[src/rtl/csel_pkg.sv]
package csel_pkg;

   typedef enum int unsigned {
      SEL_PROG = 0,
      SEL_DATA = 1,
      SEL_BYTE = 2,
      SEL_IO   = 3
   } sel_idx_e;

   localparam int unsigned NUM_SPACES = 4;

   // contiguous field mask of 'width' bits starting at 'lsb'
   function automatic logic [63:0] field_mask(input int unsigned lsb,
                                              input int unsigned width);
      logic [63:0] m;
      m = '0;
      for (int unsigned i = 0; i < width; i++) begin
         m[lsb + i] = 1'b1;
      end
      return m;
   endfunction

   // place 'val' into a 64-bit word at 'lsb'
   function automatic logic [63:0] field_place(input logic [63:0] val,
                                               input int unsigned lsb,
                                               input int unsigned width);
      return (val & field_mask(0, width)) << lsb;
   endfunction

endpackage

[src/rtl/csel_bus_port.sv]
module csel_bus_port #(
   parameter int unsigned      ADDR_W   = 14,
   parameter int unsigned      DATA_W   = 16,
   parameter logic [ADDR_W-1:0] REG_ADDR = 14'h3FE6
) (
   input  logic              bus_en,
   input  logic              bus_we,
   input  logic [ADDR_W-1:0] bus_addr,
   input  logic [DATA_W-1:0] reg_q,
   output logic              wr_stb,
   output logic [DATA_W-1:0] bus_rdata
);

   logic addr_hit;
   logic rd_stb;

   assign addr_hit = bus_en && (bus_addr == REG_ADDR);
   assign wr_stb   = addr_hit &&  bus_we;
   assign rd_stb   = addr_hit && !bus_we;

   always_comb begin
      bus_rdata = '0;
      if (rd_stb) begin
         bus_rdata = reg_q;
      end
   end

endmodule

[src/rtl/csel_ctrl_reg.sv]
module csel_ctrl_reg #(
   parameter int unsigned      DATA_W  = 16,
   parameter logic [DATA_W-1:0] RW_MASK = 16'h7FFF,
   parameter logic [DATA_W-1:0] RST_VAL = 16'h7B00
) (
   input  logic              clk,
   input  logic              rst_n,
   input  logic              wr_stb,
   input  logic [DATA_W-1:0] wdata,
   output logic [DATA_W-1:0] q
);

   localparam logic [DATA_W-1:0] RST_MASKED = RST_VAL & RW_MASK;

   logic [DATA_W-1:0] wr_val;

   // reserved positions are forced to zero before storage
   assign wr_val = wdata & RW_MASK;

   always_ff @(posedge clk or negedge rst_n) begin
      if (!rst_n) begin
         q <= RST_MASKED;
      end else if (wr_stb) begin
         q <= wr_val;
      end
   end

endmodule

[src/rtl/csel_combine.sv]
module csel_combine #(
   parameter int unsigned NUM_SEL    = 4,
   parameter bit          ACTIVE_LOW = 1'b1
) (
   input  logic [NUM_SEL-1:0] sel_in,
   input  logic [NUM_SEL-1:0] enable,
   output logic               comb_out
);

   logic [NUM_SEL-1:0] active;
   logic [NUM_SEL-1:0] gated;
   logic               any_hit;

   generate
      if (ACTIVE_LOW) begin : g_pol_low
         assign active   = ~sel_in;
         assign comb_out = ~any_hit;
      end else begin : g_pol_high
         assign active   = sel_in;
         assign comb_out = any_hit;
      end
   endgenerate

   generate
      for (genvar i = 0; i < NUM_SEL; i++) begin : g_gate
         assign gated[i] = active[i] & enable[i];
      end
   endgenerate

   assign any_hit = |gated;

endmodule

[src/rtl/csel_combiner.sv]
module csel_combiner #(
   parameter int unsigned       ADDR_W     = 14,
   parameter int unsigned       DATA_W     = 16,
   parameter logic [ADDR_W-1:0] REG_ADDR   = 14'h3FE6,
   parameter int unsigned       FLAG_N     = 8,
   parameter int unsigned       FLAG_LSB   = 0,
   parameter int unsigned       EN_LSB     = 8,
   parameter int unsigned       WAIT_W     = 3,
   parameter int unsigned       WAIT_LSB   = 12,
   parameter logic [3:0]        RST_EN     = 4'b1011,
   parameter logic [2:0]        RST_WAIT   = 3'd7,
   parameter bit                ACTIVE_LOW = 1'b1
) (
   input  logic              clk,
   input  logic              rst_n,
   input  logic              bus_en,
   input  logic              bus_we,
   input  logic [ADDR_W-1:0] bus_addr,
   input  logic [DATA_W-1:0] bus_wdata,
   output logic [DATA_W-1:0] bus_rdata,
   input  logic              prog_sel,
   input  logic              data_sel,
   input  logic              byte_sel,
   input  logic              io_sel,
   output logic              comb_sel,
   output logic [FLAG_N-1:0] flag_dir,
   output logic [WAIT_W-1:0] bwait
);

   import csel_pkg::*;

   localparam int unsigned NUM_SEL = NUM_SPACES;

   localparam logic [63:0] FLAG_M64 = field_mask(FLAG_LSB, FLAG_N);
   localparam logic [63:0] EN_M64   = field_mask(EN_LSB,   NUM_SEL);
   localparam logic [63:0] WAIT_M64 = field_mask(WAIT_LSB, WAIT_W);

   localparam logic [DATA_W-1:0] RW_MASK = DATA_W'(FLAG_M64 | EN_M64 | WAIT_M64);
   localparam logic [DATA_W-1:0] RST_VAL =
      DATA_W'(field_place(64'(RST_EN),   EN_LSB,   NUM_SEL) |
              field_place(64'(RST_WAIT), WAIT_LSB, WAIT_W));

   // elaboration-time parameter checks
   generate
      if (FLAG_LSB + FLAG_N > DATA_W) begin : g_err_flag
         $error("flag field exceeds register width");
      end
      if (EN_LSB + NUM_SEL > DATA_W) begin : g_err_en
         $error("enable field exceeds register width");
      end
      if (WAIT_LSB + WAIT_W > DATA_W) begin : g_err_wait
         $error("wait field exceeds register width");
      end
      if (((FLAG_M64 & EN_M64) | (FLAG_M64 & WAIT_M64) | (EN_M64 & WAIT_M64)) != 64'd0) begin : g_err_ovl
         $error("register fields overlap");
      end
      if (DATA_W > 64) begin : g_err_dw
         $error("register width above 64 bits");
      end
   endgenerate

   logic [DATA_W-1:0]  reg_q;
   logic               wr_stb;
   logic [NUM_SEL-1:0] sel_vec;
   logic [NUM_SEL-1:0] en_vec;

   assign sel_vec[int'(SEL_PROG)] = prog_sel;
   assign sel_vec[int'(SEL_DATA)] = data_sel;
   assign sel_vec[int'(SEL_BYTE)] = byte_sel;
   assign sel_vec[int'(SEL_IO)]   = io_sel;

   csel_bus_port #(
      .ADDR_W   (ADDR_W),
      .DATA_W   (DATA_W),
      .REG_ADDR (REG_ADDR)
   ) u_bus (
      .bus_en    (bus_en),
      .bus_we    (bus_we),
      .bus_addr  (bus_addr),
      .reg_q     (reg_q),
      .wr_stb    (wr_stb),
      .bus_rdata (bus_rdata)
   );

   csel_ctrl_reg #(
      .DATA_W  (DATA_W),
      .RW_MASK (RW_MASK),
      .RST_VAL (RST_VAL)
   ) u_reg (
      .clk    (clk),
      .rst_n  (rst_n),
      .wr_stb (wr_stb),
      .wdata  (bus_wdata),
      .q      (reg_q)
   );

   assign en_vec   = reg_q[EN_LSB   +: NUM_SEL];
   assign flag_dir = reg_q[FLAG_LSB +: FLAG_N];
   assign bwait    = reg_q[WAIT_LSB +: WAIT_W];

   csel_combine #(
      .NUM_SEL    (NUM_SEL),
      .ACTIVE_LOW (ACTIVE_LOW)
   ) u_comb (
      .sel_in   (sel_vec),
      .enable   (en_vec),
      .comb_out (comb_sel)
   );

endmodule

[config.mk]
export PLATFORM = sky130hd
export DESIGN_NAME = csel_combiner
export DESIGN_NICKNAME = d
export VERILOG_FILES = /design/src/rtl/csel_pkg.sv /design/src/rtl/csel_bus_port.sv /design/src/rtl/csel_ctrl_reg.sv /design/src/rtl/csel_combine.sv /design/src/rtl/csel_combiner.sv
export SDC_FILE = /design/constraint.sdc
export NUM_CORES = 1
export LEC_CHECK = 0
export ABC_CLOCK_PERIOD_IN_PS = 3100
export BUFFER_PORTS_ARGS = -buffer_cell sky130_fd_sc_hd__buf_2
export CAP_MARGIN = 10
export CORE_ASPECT_RATIO = 1.2
export CORE_MARGIN = 2
export CORE_UTILIZATION = 40
export DETAILED_ROUTE_END_ITERATION = 7
export HOLD_SLACK_MARGIN = 0.12
export PLACE_DENSITY_LB_ADDON = 0.2
export SLEW_MARGIN = 20
export SYNTH_ARGS = -nofsm -noshare
export SYNTH_HDL_FRONTEND = slang
export SYNTH_SLANG_ARGS = --single-unit
[constraint.sdc]
create_clock -name clk -period 3.1 [get_ports clk]
set_input_delay 0.93 -clock clk [delete_from_list [all_inputs] [get_ports clk]]
set_output_delay 0.93 -clock clk [all_outputs]
set_load 0.02 [all_outputs]
After elaboration in Yosys (flattened, before gate mapping)
Index checks and enable logic that the tools add are counted.
{ "word_totals": {"ff_bits": 15, "latch_bits": 0, "ram_bits": 0, "rom_bits": 0, "in_bits": 38, "out_inout_bits": 28, "elab_cells": 14, "mem_count": 0} }
{ "classes": {"addsub": 0, "n_mul": 0, "n_div": 0, "n_lt_le_gt_ge": 0, "n_eq_ne": 1, "shifts": 0, "mux": 1, "bitwise": 6, "reduce_logical": 5} }
{ "op_table": {"columns": ["operator", "count"], "rows": [
  ["$mux 15", 1],
  ["$eq 14x14->1 const B", 1],
  ["$and 1x1->1", 4],
  ["$not 4->4", 1],
  ["$reduce_or 4->1", 1],
  ["$logic_and 1x1->1", 3],
  ["$logic_not 1->1", 1],
  ["$not 1->1", 1]
]} }

Depth between registers and ports, before layout
Gate-level depths: netlist of the first run.
{ "depth": {"depth_word": 4, "ltp_mapped": 4, "depth_no_buf": 3} }

By module
A second synthesis of the first run with hierarchy kept.
{ "unflattened": {"cells_unflattened": 63, "area_unflattened_um2": 887.1} }
{ "modules_own_cells": {"columns": ["mod", "instances", "cells_per_inst", "area_each_um2", "seq_area_each_um2"], "rows": [
  ["csel_ctrl_reg", 1, 34, 631.9, 382.9],
  ["csel_bus_port", 1, 24, 205.2, 0.0],
  ["csel_combine", 1, 5, 50.0, 0.0]
]} }

Least setup slack after synthesis of the first run
No wires, ideal clock.
{ "synth_path": {"path_type": "in2out", "from": "input bus_we", "to": "output bus_rdata[10]", "arrival_time_ps": 2063, "t_required_ps": 2170, "slack_ps": 107, "stages": 4, "n_path_buf": 1, "path_cell_list": "or4b_4 -> nor4_4 -> buf_6 -> and2_1"} }
{ "synth_via": {"elab_chain_cells": 3} }
{ "synth_rtl": {"columns": ["element", "line", "text"], "rows": [
  ["start, declared", "csel_combiner.sv:17", "input logic bus_we,"],
  ["$logic_not 1->1", "csel_bus_port.sv:19", "assign rd_stb = addr_hit && !bus_we;"],
  ["$logic_and 1x1->1", "csel_bus_port.sv:19", null],
  ["$mux 15", "csel_bus_port.sv:23", "if (rd_stb) begin"],
  ["end, declared", "csel_combiner.sv:20", "output logic [DATA_W-1:0] bus_rdata,"]
]} }
No other way between the ends.

Final worst setup path of the first run
{ "layout_path": {"from": "input bus_we", "to": "output bus_rdata[1]"} }
Same word-level chain as after synthesis.

==> flow_metrics.env, run 1 <==
export IMPL_p_leak_uw=0.000728
export IMPL_grt_pass1_vias=749
export IMPL_final_common_cell="buf_2"
export IMPL_grt_usage_pct=15.6
export IMPL_wirelength_um=1980
export IMPL_fp_row_count=19
export IMPL_drv_cap=0
export IMPL_fp_dieW_um=47.7
export IMPL_fill_cells=224
export IMPL_io_buffer_count=63
export IMPL_required_ps=2170
export IMPL_drive_gt1_share_pct=78.5
export IMPL_worst_path_most_repeated_cell="buf_6"
export IMPL_slowest_stage="or4b_4"
export IMPL_grt_max_degree=16
export IMPL_ant_nets=0
export IMPL_min_path_type="in2async"
export IMPL_layout_common_cells="buf_2 (46), buf_6 (16), mux2_2 (15)"
export IMPL_whs_ps=529
export IMPL_viasPerCell=4.61
export IMPL_crit_type="in2out"
export IMPL_slew_viol_final=0
export IMPL_syn_nets=114
export IMPL_seq_area_um2=383
export IMPL_status="complete, but fails checks"
export IMPL_dp_hpwl_um=1590
export IMPL_synth_seq_cells=15
export IMPL_cts_buffers=3
export IMPL_clockBufferDepth=2
export IMPL_reg_top3="u_reg.q: 15 flops"
export IMPL_synthCells=76
export IMPL_yosysTopAreaCellShare_pct=24.5
export IMPL_core_um2=2230
export IMPL_start_util_pct=41.1
export IMPL_regMostFlops="u_reg.q"
export IMPL_critPathLaunchType="input port"
export IMPL_powerDensity_nw_per_um2=254
export IMPL_hold_viol=0
export IMPL_critical_path_max_stage_delay_ps=540
export IMPL_clkLatencyLatePin_ps=280
export IMPL_area_growth_pct=47.5
export IMPL_end_kind="output port"
export IMPL_vdd_drop_max_v=0.000300
export IMPL_violations="negative setup slack"
export IMPL_chipHeight_um=56.5
export IMPL_setup_ws_ps=-14.0
export IMPL_setup_violations=9
export IMPL_yosys_warnings=0
export IMPL_cts_tree="yes"
export IMPL_grt_pass1_wl_um=3060
export IMPL_fin_crit_sh_pct=100
export IMPL_rsz0062_at_grt="yes"
export IMPL_overflow=0
export IMPL_wl_per_cell_um=11.9
export IMPL_worstPathCellList="buf_6 > or4b_4 > nor4_4 > buf_4 > and2_1 > buf_6"
export IMPL_drtIter0Drc=5
export IMPL_synth_seq_area_share_pct=41.7
export IMPL_root_buffer="clkbuf_4"
export IMPL_yosysTopAreaCell="dfrtp_1"
export IMPL_via_count=765
export IMPL_cts_max_level=1
export IMPL_synth_area_leaders="dfrtp_1 (25%), mux2_2 (18%), dfstp_2 (17%)"
export IMPL_syn_area_um2=918
export IMPL_place_inst=162
export IMPL_pre_cts_slack_ps=-52.8
export IMPL_cp_top_family="simple AND/OR/NAND/NOR gates"
export IMPL_yosysUniqueCellTypes=15
export IMPL_cts_sinks=15
export IMPL_antenna_found_initial=0
export IMPL_ios=66
export IMPL_largest_reg_flops=15
export IMPL_clk_pin_slew_worst_paths_ps=90
export IMPL_nets=174
export IMPL_drc=0
export IMPL_antenna_cells=0
export IMPL_timing_fmax_mhz=321
export IMPL_die_area_um2=2700
export IMPL_finClkSkew_ps=0
export IMPL_post_route_min_period_ps=3110
export IMPL_postSynthAreaPerCell_um2=12.1
export IMPL_multi_input_area_um2=428
export IMPL_dr_pass1_iters=2
export IMPL_path_buf_inv=3
export IMPL_cp_arrival_ps=2180
export IMPL_crit_path_max_fanout=8
export IMPL_stdcell_count=166
export IMPL_gp_congestion=0.614
## path summary, 6_finish.rpt
check	to	slack, ps	start	depth (start not counted)
max in group asynchronous	u_reg.q[14]	2280	rst_n	1
min in group clk	u_reg.q[3]	530	u_reg.q[3]	1
min reg2reg	u_reg.q[3]	530	u_reg.q[3]	1
max reg2reg	u_reg.q[0]	2320	u_reg.q[0]	1
max	bus_rdata[1]	-10	bus_we	6
min	u_reg.q[0]	530	rst_n	1
## synth_stat cells
cell type / instances
and2_1: 15
mux2_2: 15
buf_4: 12
dfrtp_1: 9
dfstp_2: 6
inv_1: 4
nand4_1: 4
buf_6: 2
nand4b_1: 2
nor4_4: 2
a221oi_1: 1
conb_1: 1
nand4bb_4: 1
o22ai_1: 1
or4b_4: 1
## routing by layer
| layer | global-route usage (%) | share of wire [%] | vias to the layer above |
|---|---|---|---|
| met5 | 0 | 0 | - |
| met3 | 2.25 | 9.1 | 2 |
| met4 | 5.79 | 0.66 | 0 |
| met1 | 18.3 | 37 | 361 |
| met2 | 27.0 | 53 | 35 |
| li1 | - | - | 367 |
## cells by family (layout without fill, tap and decap cells)
kind of cell,after synthesis,after routing,synth area share (%)
compound gates,2,2,1.64
buf+inv,18,77,13.9
flops,15,15,41.7
mux,15,15,18.4
other cells,1,1,0.408
simple gates,25,25,24.0
## metrics by stage
stage / total power [uW] / util [%] / TNS, ps / cell area (um2)
global placement: 238 / 53.9 / -671 / 1200
finish: 345 / 60.6 / -61.9 / 1360
CTS: 353 / 59.4 / -257 / 1330
global route: 365 / 60.6 / -1280 / 1360
detailed placement: 239 / 53.9 / -600 / 1200
floorplan: 208 / - / 0 / 918
## final cells by class
type / instances / area share, %
well taps: 31 / 2.86
clock inverters: 1 / 0.369
repair buffers: 69 / 34.2
clock buffers: 3 / 1.66
multi-input cells: 43 / 31.6
flip-flops and latches: 15 / 28.3
inverters: 4 / 1.11
## power breakdown
group | total (uW) | leakage [uW] | switching [uW] | internal, uW
logic | 40.2 | 0.000523 | 16.4 | 23.8
clock network | 108 | 0.0000177 | 60.7 | 47.8
registers | 196 | 0.000188 | 0.0866 | 196
total | 345 | 0.000728 | 77.1 | 268
## timing repair
item / in CTS / in global routing
gates resized for setup: 31 / 8
setup endpoints to repair: 15 / 15
buffers inserted: 0 / 0
pin swaps: 3 / 2
hold buffers: 0 / 0
Power figures use the tool's default switching activity.
==> run 2: changes to the inputs <==
- ABC_AREA: unset -> 1
==> run 2 against run 1 <==
The run now ends clean. Worst hold slack lost 65 ps. Worst setup slack improved by 320 ps. Die area rose by 5.1%. Utilization down 6.8 points. Critical path type unchanged. Critical endpoint is now bus_rdata[14]. Largest cell class is now flip-flops and latches.
==> flow_metrics.env, run 2 <==
export IMPL_use_met2_pct=31.7
export IMPL_slowest_stage="buf_2"
export IMPL_wl_per_cell_um=9.88
export IMPL_overflow=0
export IMPL_drive_gt1_share_pct=45.3
export IMPL_r2r_setup_slack_ps=2370
export IMPL_viasPerCell=4.33
export IMPL_place_area_um2=1220
export IMPL_cts_setup_buffers=0
export IMPL_ys_flop_type="dfrtp_1"
export IMPL_synth_seq_area_share_pct=39.5
export IMPL_cts_tree="yes"
export IMPL_grt_usage_pct=16.8
export IMPL_hold_viol=0
export IMPL_ctsResizeCount=0
export IMPL_rsz0062_at_grt="no"
export IMPL_fp_dieW_um=48.9
export IMPL_required_ps=2170
export IMPL_cts_buffers=3
export IMPL_regMostFlops="u_reg.q"
export IMPL_start_util_pct=42.1
export IMPL_dr_pass1_iters=4
export IMPL_fp_row_count=19
export IMPL_layout_common_cells="buf_2 (63), nand2_1 (39), inv_1 (23)"
export IMPL_setup_tns_ps=0
export IMPL_ant_nets=0
export IMPL_synthCells=138
export IMPL_yosysTopAreaCellShare_pct=23.2
export IMPL_root_buffer="clkbuf_4"
export IMPL_antenna_cells=0
export IMPL_crit_type="in2out"
export IMPL_yosysTopAreaCell="dfrtp_1"
export IMPL_synth_edf_count=0
export IMPL_setup_violations=0
export IMPL_yosysUniqueCellTypes=15
export IMPL_worstPathCellList="buf_2 > nand2_1 > nor2_1 > nand2_1 > nor2_4 > nand2_4 > nor2_1 > buf_2"
export IMPL_antenna_found_initial=0
export IMPL_min_path_type="reg2reg"
export IMPL_post_route_min_period_ps=2800
export IMPL_largest_reg_flops=15
export IMPL_final_common_cell="buf_2"
export IMPL_cp_arrival_ps=1870
export IMPL_fin_crit_sh_pct=90.3
export IMPL_via_count=957
export IMPL_drtIter0Drc=20
export IMPL_io_buffer_count=63
export IMPL_clockBufferDepth=2
export IMPL_path_buf_inv=2
export IMPL_grt_busiest_layer="met2"
export IMPL_grtUsageMet3_pct=1.55
export IMPL_critPathLaunchType="input port"
export IMPL_synth_top_cells_by_count="nand2_1 (39), inv_1 (23), nand3_1 (17), buf_4 (13), nor2_1 (12)"
export IMPL_syn_area_um2=970
export IMPL_ios=66
export IMPL_clkLatencyLatePin_ps=270
export IMPL_p_leak_uw=0.000726
export IMPL_status="completed"
export IMPL_postSynthAreaPerCell_um2=7.03
export IMPL_vdd_drop_max_v=0.000189
export IMPL_drv_cap=0
export IMPL_core_um2=2310
export IMPL_grt_max_degree=17
export IMPL_synthArstFlopShare_pct=100
export IMPL_cts_hold_buf=0
export IMPL_yosys_warnings=0
export IMPL_grtUsageMet1_pct=18.2
export IMPL_chipHeight_um=57.9
export IMPL_clk_pin_slew_worst_paths_ps=90
export IMPL_wirelength_um=2180
export IMPL_timing_fmax_mhz=357
export IMPL_die_area_um2=2840
export IMPL_crit_path_max_fanout=15
export IMPL_powerDensity_nw_per_um2=276
export IMPL_grt_pass1_wl_um=3690
export IMPL_area_growth_pct=28.1
export IMPL_setup_ws_ps=301
export IMPL_syn_nets=176
export IMPL_yosysMostFrequentCell="nand2_1"
export IMPL_nets=229
export IMPL_cts_max_level=1
export IMPL_finClkSkew_ps=0
export IMPL_drc=0
export IMPL_p_total_uw=343
export IMPL_synth_seq_cells=15
export IMPL_dp_hpwl_um=1680
export IMPL_grt_pass1_vias=909
export IMPL_worstMarginPinSlew_ps=588
export IMPL_fill_cells=252
export IMPL_cts_sinks=15
export IMPL_synth_area_leaders="dfrtp_1 (23%), dfstp_2 (16%), nand2_1 (15%)"
export IMPL_critical_path_max_stage_delay_ps=170
export IMPL_relSlewSlack_pct=60.7
export IMPL_cp_top_family="simple AND/OR/NAND/NOR gates"
export IMPL_final_area_um2=1240
export IMPL_end_kind="output port"
export IMPL_pre_cts_slack_ps=279
export IMPL_slew_viol_final=0
export IMPL_gp_congestion=0.682
export IMPL_reg_top3="u_reg.q: 15 flops"
==> run 2: cell type report <==
class | instances | area [um2] | area share [%]
well taps | 31 | 38.8 | 3.12
clock buffers | 4 | 26.3 | 2.11
repair buffers | 65 | 330 | 26.6
multi-input cells | 83 | 378 | 30.4
inverters | 23 | 86.3 | 6.95
flip-flops and latches | 15 | 383 | 30.8
==> run 2: through the flow <==
step                utilization [%]  std cells  hold WS, ps
finish                         53.9        221          464
global route                   53.9        221          492
CTS                            53.9        221          468
detailed placement             52.7        217          455
global placement               52.7        217          452
floorplan                         -        138          442
==> run 2: cells by family after synthesis <==
kind of cell | after synthesis | synth area share [%]
buf+inv | 40 | 21.5
compound gates | 2 | 1.29
other cells | 1 | 0.387
simple gates | 80 | 37.3
flops | 15 | 39.5
==> run 2: metal layers <==
layer,vias up,part of all wire (%)
li1,499,-
met1,415,39
met2,41,52
met3,2,7.3
met4,0,1.2
met5,-,0
==> run 2: worst paths after layout <==
path / startpoint / end / cells after the start
worst min register to register: u_reg.q[11] / u_reg.q[11] / 2
max in group asynchronous: rst_n / u_reg.q[13] / 1
worst max-delay path: bus_addr[7] / bus_rdata[14] / 8
worst min-delay path: u_reg.q[11] / u_reg.q[11] / 2
worst max register to register: u_reg.q[12] / u_reg.q[12] / 2
min in group asynchronous: rst_n / u_reg.q[7] / 1
==> run 2: worst register-to-register path, delay by kind of cell (launching register included) <==
family | cells | cell delay (ps)
flops | 1 | 550
simple gates | 2 | 130
==> run 2: power by group <==
part / internal (uW) / total [uW] / switching [uW]
clock: 49.8 / 109 / 59.1
combinational: 19.2 / 37.8 / 18.7
sequential: 196 / 196 / 0.0851
==> run 3: changes to the inputs <==
- CELL_PAD_IN_SITES_DETAIL_PLACEMENT: unset -> 1
- CELL_PAD_IN_SITES_GLOBAL_PLACEMENT: unset -> 2
- CORE_UTILIZATION: 40 -> 20
==> run 3 against run 2 <==
First-iteration DRC count decreased by 40%. Global-route usage decreased by 6.1 points. Cell area increased by 4.2%. Combinational power increased by 2%. Clock-buffer cell count unchanged. Register-to-register slack about the same. Largest cell class unchanged. Final cell count increased by 12%. Clock skew unchanged.
==> flow_metrics.env, run 3 (synthesis gave the netlist of run 2 again) <==
export IMPL_regMostFlops="u_reg.q"
export IMPL_powerDensity_nw_per_um2=301
export IMPL_nets=229
export IMPL_die_area_um2=5420
export IMPL_drtIter0Drc=12
export IMPL_clkLatencyLatePin_ps=240
export IMPL_dr_pass1_iters=4
export IMPL_antenna_found_initial=0
export IMPL_p_total_uw=390
export IMPL_rsz0062_at_grt="no"
export IMPL_crit_path_max_fanout=15
export IMPL_end_kind="output port"
export IMPL_post_route_min_period_ps=2820
export IMPL_grt_max_degree=17
export IMPL_fp_dieW_um=67.6
export IMPL_grt_pass1_wl_um=4400
export IMPL_setup_violations=0
export IMPL_cp_arrival_ps=1890
export IMPL_whs_path_depth=2
export IMPL_hold_viol=0
export IMPL_power_switching_uw=84.0
export IMPL_internal_power_uw=306
export IMPL_grt_usage_pct=10.7
export IMPL_cts_sinks=15
export IMPL_clk_pin_slew_worst_paths_ps=60
export IMPL_switching_share_pct=21.5
export IMPL_critPathLaunchType="input port"
export IMPL_min_path_type="reg2reg"
export IMPL_relSlewSlack_pct=59.1
export IMPL_io_buffer_count=63
export IMPL_wl_per_cell_um=11.0
export IMPL_multi_input_area_um2=378
export IMPL_clkPwrFrac_pct=39.8
export IMPL_cts_tree="yes"
export IMPL_ant_nets=0
export IMPL_vdd_drop_max_v=0.0000917
export IMPL_drc=0
export IMPL_fin_crit_sh_pct=90.9
export IMPL_stdcell_count=248
export IMPL_ctsResizeCount=0
export IMPL_fp_row_count=27
export IMPL_clockBufferDepth=2
export IMPL_area_growth_pct=33.5
export IMPL_cts_buffers=3
export IMPL_overflow=0
export IMPL_ff2ff_path_depth=2
export IMPL_chipHeight_um=80.3
export IMPL_viasPerCell=4.02
export IMPL_pwr_share_seq_pct=50.3
export IMPL_wirelength_um=2720
export IMPL_start_util_pct=21.0
export IMPL_crit_type="in2out"
export IMPL_antenna_cells=0
export IMPL_setup_tns_ps=0
export IMPL_drv_cap=0
export IMPL_timing_fmax_mhz=355
export IMPL_p_leak_uw=0.000733
export IMPL_largest_reg_flops=15
export IMPL_required_ps=2170
export IMPL_reg_top3="u_reg.q: 15 flops"
export IMPL_finClkSkew_ps=0
export IMPL_layout_common_cells="buf_2 (63), nand2_1 (39), inv_1 (23)"
export IMPL_cts_hold_buf=0
export IMPL_status="completed"
export IMPL_via_count=997
export IMPL_cts_setup_buffers=0
export IMPL_cts_max_level=1
export IMPL_dp_hpwl_um=2150
export IMPL_grt_pass1_vias=1054
export IMPL_core_um2=4630
export IMPL_ios=66
export IMPL_combPwrFrac_pct=9.9
export IMPL_fill_cells=601
export IMPL_gp_congestion=0.653
export IMPL_slew_viol_final=0
export IMPL_drive_gt1_share_pct=45.3
export IMPL_final_common_cell="buf_2"
export IMPL_worstMarginPinSlew_ps=612
export IMPL_place_inst=244
export IMPL_seq_area_um2=383
export IMPL_root_buffer="clkbuf_8"
==> run 3: power groups by stage <==
stage | registers (uW) | clock network (uW) | logic [uW]
after floorplan | 200 | 0 | 11.0
after global placement | 200 | 0 | 38.5
after detailed placement | 200 | 0 | 39.5
after CTS | 196 | 166 | 39.7
after global routing | 196 | 172 | 43.7
final | 196 | 155 | 38.5
==> run 3: path summary, 6_finish.rpt <==
path                                   from            end  slack [ps]
worst max-delay path            bus_addr[4]  bus_rdata[14]         280
worst min-delay path             u_reg.q[8]     u_reg.q[8]         460
worst max register to register  u_reg.q[14]    u_reg.q[14]        2370
worst min register to register   u_reg.q[8]     u_reg.q[8]         460
max in group asynchronous             rst_n     u_reg.q[9]        2200
min in group asynchronous             rst_n     u_reg.q[0]         590
==> run 3: cell type report <==
| type | instances | share of cell area, % |
|---|---|---|
| tap | 58 | 5.60 |
| multi-input combinational | 83 | 29.2 |
| inverter | 23 | 6.67 |
| sequential | 15 | 29.6 |
| clock buffer | 4 | 3.48 |
| timing repair buffer | 65 | 25.5 |
==> run 3: critical path, cell delays in order <==
cell and delay [ps]:
buf_2 90, inv_1 40, nand3_1 90, inv_1 70, nand2_1 80, nor2_4 110, nand2_4 170, nor2_1 130
buf_2 170
==> run 3: layer usage <==
metal,vias to the layer above,GRT usage [%],part of all wire (%)
li1,500,-,-
met1,454,11.8,41
met2,43,19.5,51
met3,0,1.82,7.7
met4,0,4.29,0
met5,-,0,0
==> run 3: stage by stage <==
stage                     area, um2  utilization, %  worst slack (ps)  hold WS [ps]
after floorplan                 970               -               404           442
after global placement         1250            27.0               258           452
after detailed placement       1250            27.0               248           458
after CTS                      1290            28.0               248           467
after global routing           1290            28.0               133           480
final                          1290            28.0               281           464
